[src/rtl/sro_pkg.sv]
package sro_pkg;
  typedef enum logic [1:0] {
    ST_IDLE = 2'd0,
    ST_STB  = 2'd1,
    ST_CAP  = 2'd2,
    ST_SEND = 2'd3
  } sro_state_e;
endpackage

[src/rtl/sro_prio_enc.sv]
module sro_prio_enc #(
  parameter int N      = 256,
  parameter int ADDR_W = $clog2(N)
) (
  input  logic [N-1:0]      req_i,
  output logic [ADDR_W-1:0] addr_o,
  output logic              any_o
);
  // later (higher) indices overwrite earlier ones
  always_comb begin
    addr_o = '0;
    for (int i = 0; i < N; i++) begin
      if (req_i[i]) addr_o = ADDR_W'(i);
    end
  end

  assign any_o = |req_i;
endmodule

[src/rtl/sro_pix_port.sv]
module sro_pix_port #(
  parameter int N      = 256,
  parameter int CNT_W  = 5,
  parameter int ADDR_W = $clog2(N)
) (
  input  logic [ADDR_W-1:0]  sel_i,
  input  logic               stb_en_i,
  input  logic [N*CNT_W-1:0] cnt_i,
  output logic [N-1:0]       strobe_o,
  output logic [CNT_W-1:0]   cnt_o
);
  for (genvar g = 0; g < N; g++) begin : g_stb
    assign strobe_o[g] = stb_en_i && (sel_i == ADDR_W'(g));
  end

  assign cnt_o = cnt_i[sel_i*CNT_W +: CNT_W];
endmodule

[src/rtl/sro_word_ser.sv]
module sro_word_ser #(
  parameter int ADDR_W = 8,
  parameter int CNT_W  = 5,
  localparam int WORD_W = 1 + ADDR_W + CNT_W,
  localparam int BC_W   = $clog2(WORD_W)
) (
  input  logic              clk_i,
  input  logic              rst_ni,
  input  logic              load_i,
  input  logic [ADDR_W-1:0] addr_i,
  input  logic [CNT_W-1:0]  cnt_i,
  output logic              sdata_o,
  output logic              frame_o,
  output logic              done_o
);
  logic [WORD_W-1:0] sh_q;
  logic [BC_W-1:0]   bc_q;
  logic              busy_q;

  always_ff @(posedge clk_i or negedge rst_ni) begin
    if (!rst_ni) begin
      sh_q   <= '0;
      bc_q   <= '0;
      busy_q <= 1'b0;
    end else if (load_i) begin
      sh_q   <= {1'b1, addr_i, cnt_i};
      bc_q   <= BC_W'(WORD_W - 1);
      busy_q <= 1'b1;
    end else if (busy_q) begin
      sh_q <= sh_q << 1;
      if (bc_q == '0) busy_q <= 1'b0;
      else            bc_q   <= bc_q - 1'b1;
    end
  end

  assign frame_o = busy_q;
  assign sdata_o = busy_q & sh_q[WORD_W-1];
  assign done_o  = busy_q && (bc_q == '0);
endmodule

[src/rtl/sro_channel.sv]
module sro_channel
  import sro_pkg::*;
#(
  parameter int N_PIX = 256,
  parameter int CNT_W = 5
) (
  input  logic                   clk_i,
  input  logic                   rst_ni,
  input  logic [N_PIX-1:0]       nz_i,
  input  logic [N_PIX*CNT_W-1:0] cnt_i,
  output logic [N_PIX-1:0]       strobe_o,
  output logic                   sdata_o,
  output logic                   frame_o,
  output logic                   hit_or_o
);
  localparam int ADDR_W = $clog2(N_PIX);

  sro_state_e        st_q, st_d;
  logic [ADDR_W-1:0] sel_q, enc_addr;
  logic              enc_any;
  logic [CNT_W-1:0]  cnt_sel;
  logic              ser_load, ser_done;

  sro_prio_enc #(.N(N_PIX), .ADDR_W(ADDR_W)) u_enc (
    .req_i (nz_i),
    .addr_o(enc_addr),
    .any_o (enc_any)
  );

  sro_pix_port #(.N(N_PIX), .CNT_W(CNT_W), .ADDR_W(ADDR_W)) u_port (
    .sel_i   (sel_q),
    .stb_en_i(st_q == ST_STB),
    .cnt_i   (cnt_i),
    .strobe_o(strobe_o),
    .cnt_o   (cnt_sel)
  );

  // zero counts are dropped without a word
  assign ser_load = (st_q == ST_CAP) && (cnt_sel != '0);

  sro_word_ser #(.ADDR_W(ADDR_W), .CNT_W(CNT_W)) u_ser (
    .clk_i  (clk_i),
    .rst_ni (rst_ni),
    .load_i (ser_load),
    .addr_i (sel_q),
    .cnt_i  (cnt_sel),
    .sdata_o(sdata_o),
    .frame_o(frame_o),
    .done_o (ser_done)
  );

  always_comb begin
    st_d = st_q;
    unique case (st_q)
      ST_IDLE: if (enc_any) st_d = ST_STB;
      ST_STB:  st_d = ST_CAP;
      ST_CAP:  st_d = ser_load ? ST_SEND : ST_IDLE;
      ST_SEND: if (ser_done) st_d = ST_IDLE;
      default: st_d = ST_IDLE;
    endcase
  end

  always_ff @(posedge clk_i or negedge rst_ni) begin
    if (!rst_ni) begin
      st_q  <= ST_IDLE;
      sel_q <= '0;
    end else begin
      st_q <= st_d;
      if (st_q == ST_IDLE && enc_any) sel_q <= enc_addr;
    end
  end

  assign hit_or_o = enc_any;
endmodule

[config.mk]
export PLATFORM = sky130hd
export DESIGN_NAME = sro_channel
export DESIGN_NICKNAME = d
export VERILOG_FILES = /design/src/rtl/sro_pkg.sv /design/src/rtl/sro_prio_enc.sv /design/src/rtl/sro_pix_port.sv /design/src/rtl/sro_word_ser.sv /design/src/rtl/sro_channel.sv
export SDC_FILE = /design/constraint.sdc
export NUM_CORES = 1
export LEC_CHECK = 0
export ABC_CLOCK_PERIOD_IN_PS = 4000
export BUFFER_PORTS_ARGS = -buffer_cell sky130_fd_sc_hd__buf_2
export CORE_AREA = 2 2 701 703
export CTS_CLUSTER_SIZE = 28
export DETAILED_ROUTE_END_ITERATION = 6
export DIE_AREA = 0 0 703 705
export GPL_TIMING_DRIVEN = 0
export SYNTH_ARGS = -nofsm -noshare
export SYNTH_HDL_FRONTEND = slang
export SYNTH_SLANG_ARGS = --single-unit
[constraint.sdc]
create_clock -name clk_i -period 4 [get_ports clk_i]
set_clock_uncertainty 0.1 [all_clocks]
set_input_delay 0.4 -clock clk_i [delete_from_list [all_inputs] [get_ports clk_i]]
set_output_delay 0.4 -clock clk_i [all_outputs]
set_load 0.03 [all_outputs]
Yosys cells after proc, flatten, opt, wreduce, memory -nomap -nowiden
Index checks and enable logic that the tools add are counted.
{"block": "word_totals", "reg_bits": 29, "latch_bits": 0, "ramBits": 0, "rom_bits": 0, "input_bits": 1538, "out_inout_bits": 259, "elab_cells": 804, "mem_count": 0}
{"block": "op_classes", "addsub": 1, "mul": 1, "n_div": 0, "n_lt_le_gt_ge": 0, "n_eq_ne": 261, "shifts": 1, "muxes": 267, "bitwise": 1, "reduce_logical": 267}
{"op": "$shiftx 1280x12->5", "n": 1}
{"op": "$eq 8x8->1 const B", "n": 128}
{"op": "$mux 8", "n": 128}
{"op": "$eq 8x7->1 const B", "n": 64}
{"op": "$mux 7", "n": 64}
{"op": "$logic_and 1x1->1", "n": 259}
{"op": "$eq 8x6->1 const B", "n": 32}
{"op": "$reduce_or 256->1", "n": 1}
{"op": "$mux 6", "n": 32}
{"op": "$eq 8x5->1 const B", "n": 16}
{"op": "$mux 5", "n": 16}
{"op": "$eq 8x4->1 const B", "n": 8}
{"op": "$mux 4", "n": 11}
{"op": "$eq 8x3->1 const B", "n": 4}
{"op": "$mux 14", "n": 2}
{"op": "$eq 8x2->1 const B", "n": 2}
{"op": "$mux 3", "n": 4}
{"op": "$mul 8x3->11 const B", "n": 1}
{"op": "$mux 2", "n": 5}
{"op": "$eq 8x1->1 const B", "n": 1}
{"op": "$logic_not 8->1", "n": 1}
{"op": "$pmux 2 s4", "n": 1}
{"op": "$ne 2x2->1 const B", "n": 3}
{"op": "$reduce_bool 5->1", "n": 1}
{"op": "9 further kinds", "n": 14}

Longest topological paths before layout
Gate-level depths: netlist of the first run.
{"block": "logic_depth", "word_depth": 255, "mapped_depth": 15, "mapped_depth_nobuf": 9}

Hierarchy
From an unflattened synthesis of the first run, not the netlist that was laid out.
{"block": "hier_totals", "hier_cells": 1772, "hier_area_um2": 15617.5}
{"mod": "sro_pix_port", "n_inst": 1, "cells_per_inst": 1061, "area_per_inst_um2": 10968.0}
{"mod": "sro_prio_enc", "n_inst": 1, "cells_per_inst": 598, "area_per_inst_um2": 3345.7}
{"mod": "sro_word_ser", "n_inst": 1, "cells_per_inst": 84, "area_per_inst_um2": 894.6}
{"mod": "sro_channel", "n_inst": 1, "cells_per_inst": 29, "area_per_inst_um2": 409.1}

Worst setup path before layout of the first run
No wires, ideal clock.
{"block": "synth_path", "path_kind": "register to register", "start": "register sel_q[0]", "end": "register st_q[1]", "arrival_time_ps": 3173, "path_slack_ps": 609, "path_stages_with_launch": 14, "path_buffers": 6, "period_less_slack_ps": 3391, "path_cell_list": "dfrtp_1 buf_6 buf_6 buf_4 buf_4 buf_2 mux4_2 a221oi_1 nand3_1 a31oi_1 o311a_1 a31oi_4 buf_6 a21o_1"}
{"block": "synth_via", "elab_chain_len": 6}
{"element": "from (decl)", "line_no": "sro_channel.sv:19", "rtl": "logic [ADDR_W-1:0] sel_q, enc_addr;"}
{"element": "from (signal assigned)", "line_no": "sro_channel.sv:69", "rtl": "if (st_q == ST_IDLE && enc_any) sel_q <= enc_addr;"}
{"element": "$mul 8x3->11", "line_no": "sro_pix_port.sv:16", "rtl": "assign cnt_o = cnt_i[sel_i*CNT_W +: CNT_W];"}
{"element": "$shiftx 1280x12->5", "line_no": "sro_pix_port.sv:16"}
{"element": "$reduce_bool 5->1", "line_no": "sro_channel.sv:39", "rtl": "assign ser_load = (st_q == ST_CAP) && (cnt_sel != '0);"}
{"element": "$logic_and 1x1->1", "line_no": "sro_channel.sv:39"}
{"element": "$mux 2", "line_no": "sro_channel.sv:57", "rtl": "ST_CAP: st_d = ser_load ? ST_SEND : ST_IDLE;"}
{"element": "$pmux 2 s4", "line_no": "sro_channel.sv:54", "rtl": "unique case (st_q)"}
{"element": "to (signal assigned)", "line_no": "sro_channel.sv:68", "rtl": "st_q <= st_d;"}
{"element": "to (decl)", "line_no": "sro_channel.sv:18", "rtl": "sro_state_e st_q, st_d;"}
Every way passes these cells.
A chain may end at the register's enable or synchronous reset.

Worst setup path in the final report of the first run
{"block": "layout_path", "start": "register sel_q[1]", "end": "register u_ser.sh_q[2]"}
{"block": "layout_via", "elab_chain_len": 5, "word_cells_on_any_way": 6, "cone_classes": "mul: 1; shift: 1; mux: 1; reduce/logical: 3"}
{"element": "$mul 8x3->11 (*)", "line_no": "sro_pix_port.sv:16"}
{"element": "$shiftx 1280x12->5 (*)", "line_no": "sro_pix_port.sv:16"}
{"element": "$reduce_bool 5->1", "line_no": "sro_channel.sv:39"}
{"element": "$logic_and 1x1->1", "line_no": "sro_channel.sv:39"}
{"element": "$mux 14 / $reduce_bool 2->1 (equally long branches)"}
{"element": "to (signal assigned)", "line_no": "sro_word_ser.sv:26", "rtl": "sh_q <= {1'b1, addr_i, cnt_i};"}
{"element": "to (signal assigned)", "line_no": "sro_word_ser.sv:30", "rtl": "sh_q <= sh_q << 1;"}
{"element": "to (decl)", "line_no": "sro_word_ser.sv:16", "rtl": "logic [WORD_W-1:0] sh_q;"}
Every way passes the cells marked *; elsewhere a longest branch is shown, timed or not.

==> qor.csv, run 1 <==
stage,metric,value,unit
power,pwr dens,541,nW/um^2
setup_path,"Cell Chain, Critical Path","buf_12, buf_16, buf_16, buf_16, buf_16, buf_4, buf_4, mux2i_1, a21oi_1, nand3_1, a41oi_1, o31ai_1, nand4_1, buf_4, nor3_4, buf_4, a31oi_4, mux2_2",
finish,most frequent cells in the layout,"buf_2, nor2_1, mux4_2, buf_4, mux2i_1",
logic_synthesis,top_reg_cell synth,dfrtp_1,
clock_tree,clk_lat worst skew,0.31,ns
setup_path,Crit path max-delay family,buffers and inverters,
setup_path,Reg2Reg Depth,18,
setup_path,type of destination of the critical path,flip-flop,
sta,period utilisation layout,109,%
job,MaxCap Viol Count,1,
finish,number of filler cells placed in the layout,57400,
floorplanning,Top Ports,1797,
logic_synthesis,synth warn,0,
route,remaining antenna violation count,0,
route,DRT Wirelength,382,mm
clock_tree,CTS root buffer,clkbuf_16,
finish,fraction of layout cells with a size suffix above 1,66.8,%
logic_synthesis,post-synthesis register bit count,29,
logic_synthesis,register area share after synthesis,4.42,%
floorplanning,Die Y-Extent,705,microns
finish,sequential cell area,733,sq um
power,leakage power,15.7,nW
logic_synthesis,Syn Area/Cell,8.49,sq um
clock_tree,TritonCTS Buffers,5,
min_path,Hold Path Class,input pin to asynchronous set/reset pin,
sta,setup TNS,-6.09,ns
setup_path,CP Depth,18,
grt,met1 usage,16.8,%
grt,met3 Resource Use GR,4.07,%
floorplanning,core region area,488000,sq um
place,DP HPWL,339,mm
grt,largest net degree at the start of global routing,30,
sta,RSZ-0062 raised after global routing,yes,
route,drt wl/cell,36.1,microns
place,PortBufs,1796,
grt,Tot GR Track Use,14.6,%
route,Via Count,30300,
sta,setup ws final,-0.358,ns
finish,area of the multi-input gates,15800,sq um
sta,hold_ws,0.0647,ns
sta,min Tclk post-route,4.36,ns
route,First DRT Iteration DRCs,3077,
logic_synthesis,Cells after Synth,1937,
grt,vias in the first global route,28800,
finish,final non-filler cell area,39300,sq um
route,DR DRC count,0,
setup_path,flop-to-flop setup slack,-0.36,ns
route,mean number of vias per cell,2.87,
clock_tree,hold buffer count at CTS,0,
power,Pwr Total,21.3,mW
route,DR pass1 iterations,5,
setup_path,Worst Path Arrival,4.44,ns
sta,Max-slew headroom,-2.92,%
sta,# setup viols final,23,
floorplanning,Initial Util,3.37,%
grt,GRT overflow,0,
clock_tree,"CTS clk-pin slew, worst paths",0.08,ns
grt,initial antenna violation count,281,
logic_synthesis,Yosys cell types,77,
setup_path,slowest CP cell,a41oi_1,
grt,first-pass GRT wire length,436,mm
finish,"most common cell after layout, fill and taps aside",buf_2,
floorplanning,Die ar.,496000,sq um
place,DP Worst Slack,-4.86,ns
finish,Finished Layout Cells,10600,
power,Max VDD drop,0.000271,V
finish,Area Growth Syn to Fin,139,%
logic_synthesis,Async SR Flop Fraction,100,%
clock_tree,TritonCTS clock tree,yes,
status,status,"finished, violations left",
floorplanning,row count,257,
sta,Worst-Margin Slew,1.53,ns
grt,busiest layer in global routing,met2,
clock_tree,clock sink count,29,
status,failing checks,"capacitance limit, slew limit, setup timing",
setup_path,CP bufs+invs,9,
finish,"Core Util, Final",8.06,%
sta,Final Max Slew Viols,3,
sta,Final Hold Vio Count,0,
setup_path,crit-path max FO,6,
floorplanning,die width,703,microns
logic_synthesis,Post-synth EDFFs,0,
place,gp weighted congestion,0.968,
clock_tree,clk buf depth,2,
setup_path,CP peak stage delay,0.46,ns
finish,final layout net count,5459,
setup_path,required time of the critical path,4.08,ns
sta,fmax,229,MHz
setup_path,critical path class,flip-flop to flip-flop,
logic_synthesis,synthesized area,16400,sq um
clock_tree,CTS H-tree depth,2,
logic_synthesis,Syn Nets,3476,
place,# placed instances,10300,
place,Area after DPL,34500,sq um
setup_path,startpoint type of the worst setup path,flip-flop,
grt,met2 usage,25.8,%
## cells by family (layout without fill, tap and decap cells)
kind of cell	count (synthesis)	after routing	synth area share, %
other	0	166	0
AO/OA/AOI/OAI	414	415	17.5
multiplexers	435	435	47.6
AND/OR/NAND/NOR	828	828	23.9
flip-flops	29	29	4.42
buffers and inverters	228	2211	6.43
XOR/XNOR	2	2	0.107
adder cells (fa/ha/maj)	1	1	0.0761
## Yosys cell counts (9+ instances only)
cell      count  area share (%)
o21ai_0      43             1.3
buf_1        18            0.41
or3_1        10            0.38
nand2_1     107             2.4
nand4_1      30             1.1
a221oi_1     17            0.91
a31oi_1      23            0.88
a211oi_1     13            0.59
mux2_2       18             1.2
inv_1        55             1.3
mux4_2      276              38
buf_4        24             1.1
nor2b_1      21            0.80
and2_1        9            0.34
nor3_1       58             1.8
o31ai_1      22             1.0
a22o_1        9            0.48
a22oi_1      83             3.8
nand3_1      56             1.7
buf_2        47             1.4
or4_1        18            0.82
a21oi_1      84             2.6
nor2_1      378             8.6
and3_1       13            0.49
nor4_1       73             2.8
o22ai_1      28             1.1
dfrtp_1      29             4.4
nand2b_1     23            0.88
mux2i_1     141             8.6
o221ai_1      9            0.48
clkbuf_1     76             1.7
## routing by layer
layer | vias up | share of wire [%]
met3 | 599 | 7.7
met5 | - | 0.12
li1 | 12000 | -
met1 | 15100 | 39
met4 | 72 | 3.8
met2 | 2564 | 50
## registers in the layout, indices dropped and copies added, names as in the netlist
register	cells
u_ser.sh_q	14
u_ser.frame_o	1
u_ser.bc_q	4
sel_q	8
st_q	2
## repair_timing
item	CTS	global route
gates cloned	3	0
gates resized for setup	611	40
pin swaps	27	12
setup buffers	123	8
setup endpoints to repair	286	72
## area by class of cell
cell class,count,area share [%]
inverter,56,0.576
tap,6475,20.6
antenna,166,1.06
clock inverter,3,0.118
clock buffer,5,0.318
sequential,29,1.86
timing repair buffer,1978,28.7
buffer,169,6.53
multi-input combinational,1681,40.3
## where the power goes
group	internal, mW	switching, mW	total (mW)	leakage [nW]
combinational	7.21	13.1	20.3	15.3
clock	0.296	0.180	0.476	0.0811
sequential	0.410	0.112	0.523	0.310
## worst register-to-register path, cell delays in order (launching register included)
cell and delay, ns:
dfrtp_2 0.44, buf_12 0.15, buf_16 0.15, buf_16 0.17, buf_16 0.15, buf_16 0.18, buf_4 0.19, buf_4 0.19
mux2i_1 0.19, a21oi_1 0.19, nand3_1 0.41, a41oi_1 0.47, o31ai_1 0.12, nand4_1 0.10, buf_4 0.18, nor3_4 0.07
buf_4 0.15, a31oi_4 0.25, mux2_2 0.38
## worst paths after layout
kind / start / end
worst min-delay path: rst_ni / sel_q[0]
worst max register to register: sel_q[1] / u_ser.sh_q[2]
min in group clk_i: u_ser.sh_q[12] / u_ser.sh_q[13]
worst min register to register: u_ser.sh_q[12] / u_ser.sh_q[13]
worst max-delay path: sel_q[1] / u_ser.sh_q[2]
max in group asynchronous: rst_ni / sel_q[4]
No activity file was read; power rests on OpenSTA's default activity.
==> run 2, diff against run 1 <==
- SETUP_SLACK_MARGIN: default -> 0.05
==> qor.csv, run 2 (synthesis gave the netlist of run 1 again) <==
stage,metric,value,unit
finish,Area Growth Syn to Fin,140,%
setup_path,Reg2Reg Depth,12,
clock_tree,clk buf depth,2,
setup_path,"Cell Chain, Critical Path","clkbuf_2, or3_4, nor2_2, nand4_1, nand4_1, nor3_2, nand4_1, buf_4, nor3_4, buf_4, a31oi_4, mux2_2",
setup_path,R2R Path Start,sel_q[5],
clock_tree,clock sink count,29,
grt,largest net degree at the start of global routing,30,
place,gp weighted congestion,0.968,
grt,vias in the first global route,28700,
job,MaxCap Viol Count,0,
clock_tree,CTS root buffer,clkbuf_16,
floorplanning,Die Y-Extent,705,microns
sta,min Tclk post-route,4.49,ns
setup_path,slowest CP cell,or3_4,
clock_tree,TritonCTS Buffers,5,
place,DP HPWL,339,mm
status,status,"finished, violations left",
sta,# setup viols final,21,
status,failing checks,setup timing,
clock_tree,"CTS clk-pin slew, worst paths",0.09,ns
sta,Worst-Margin Slew,1.31,ns
route,DR pass1 iterations,6,
grt,first-pass GRT wire length,436,mm
clock_tree,hold buffer count at CTS,0,
setup_path,type of destination of the critical path,flip-flop,
place,PortBufs,1796,
setup_path,critical path class,flip-flop to flip-flop,
clock_tree,CTS H-tree depth,2,
sta,setup ws final,-0.487,ns
sta,Final Hold Vio Count,0,
clock_tree,TritonCTS clock tree,yes,
route,remaining antenna violation count,0,
sta,Final Max Slew Viols,0,
power,pwr dens,541,nW/um^2
setup_path,Worst R2R End,u_ser.sh_q[2],
setup_path,CP peak stage delay,0.59,ns
clock_tree,clk_lat worst skew,0.32,ns
route,mean number of vias per cell,2.86,
setup_path,required time of the critical path,4.08,ns
floorplanning,core region area,488000,sq um
route,Via Count,30200,
power,Max VDD drop,0.000288,V
finish,Finished Layout Cells,10600,
finish,Reg with most FFs,u_ser.sh_q,
floorplanning,Top Ports,1797,
route,DR DRC count,0,
sta,RSZ-0062 raised after global routing,yes,
min_path,Hold Path Class,input pin to asynchronous set/reset pin,
route,drt wl/cell,36.1,microns
setup_path,Worst Path Arrival,4.56,ns
floorplanning,Initial Util,3.37,%
power,leakage power,15.7,nW
floorplanning,row count,257,
setup_path,startpoint type of the worst setup path,flip-flop,
finish,most frequent cells in the layout,"buf_2, nor2_1, mux4_2, buf_4, mux2i_1",
finish,Largest regs,"u_ser.sh_q: 14 flops, sel_q: 8 flops, u_ser.bc_q: 4 flops",
finish,Largest register FFs,14,
grt,GRT overflow,0,
grt,Tot GR Track Use,14.6,%
setup_path,flop-to-flop setup slack,-0.49,ns
setup_path,"Top cell by count, worst path",nand4_1,
place,DP Worst Slack,-4.86,ns
setup_path,crit-path max FO,10,
finish,"most common cell after layout, fill and taps aside",buf_2,
sta,period utilisation layout,112,%
sta,Max-slew headroom,10.7,%
place,# placed instances,10300,
grt,initial antenna violation count,275,
route,DRT Wirelength,382,mm
finish,final layout net count,5469,
route,First DRT Iteration DRCs,3097,
floorplanning,Die ar.,496000,sq um
sta,fmax,223,MHz
finish,fraction of layout cells with a size suffix above 1,66.8,%
floorplanning,die width,703,microns
[run 2: cell types whose count changed in the layout (fill, tap and decap cells not counted), sizes merged]
cell | previous run | this run
buf | 2074 | 2086
clkbuf | 75 | 73
diode | 166 | 163
[run 2: critical path, delay by kind of cell, from the launching register on]
kind,cells,cell delay [ns]
AND/OR/NAND/NOR,7,2.32
buffers and inverters,3,0.74
flip-flops,1,0.53
multiplexers,1,0.38
AO/OA/AOI/OAI,1,0.25
[run 2: how the worst max path moves through the flow]
| stage | start | to |
|---|---|---|
| after floorplan | sel_q[0] | st_q[1] |
| after global placement | sel_q[3] | u_ser.sh_q[8] |
| after detailed placement | sel_q[1] | u_ser.sh_q[12] |
| after CTS | sel_q[1] | u_ser.sh_q[12] |
| after global routing | sel_q[0] | u_ser.sh_q[8] |
| final | sel_q[5] | u_ser.sh_q[2] |
[run 2: stage by stage]
stage / TNS, ns / hold slack, ns / total power [mW] / cell area (sq um) / util, %
global placement: -1104.75 / 0.379 / 18.0 / 33500 / 6.87
finish: -8.34 / 0.0524 / 21.3 / 39400 / 8.07
CTS: -7.87 / 0.0914 / 22.3 / 38700 / 7.93
global route: -9.05 / 0.119 / 22.3 / 39300 / 8.04
floorplan: 0 / 0.00441 / 6.18 / 16400 / -
detailed placement: -868.58 / 0.384 / 18.5 / 34500 / 7.08
[run 2: power breakdown]
| group | switching [mW] | internal [mW] |
|---|---|---|
| Combinational | 13.1 | 7.22 |
| Clock | 0.186 | 0.296 |
| Sequential | 0.116 | 0.410 |
[run 2: metal layers]
layer / track usage, % / wire (microns) / vias to the layer above
met2: 25.8 / 190000 / 2499
li1: - / - / 12000
met5: 0.0777 / 436 / -
met1: 16.7 / 147000 / 15100
met3: 4.20 / 29400 / 573
met4: 5.09 / 14400 / 68
[run 2: what timing repair did]
item / in CTS / in global routing
cloned: 3 / 0
setup endpoints to repair: 286 / 89
buffers inserted: 125 / 16
resized for setup: 610 / 37
pin swaps: 28 / 8
[run 2: layout make-up]
type,instances,area [sq um]
Tap cell,6475,8100
Multi-Input combinational cell,1681,15800
Buffer,169,2590
Sequential cell,29,733
Clock inverter,3,46.3
Clock buffer,5,125
Antenna cell,163,408
Fill cell,57400,449000
Inverter,56,226
Timing Repair Buffer,1988,11400
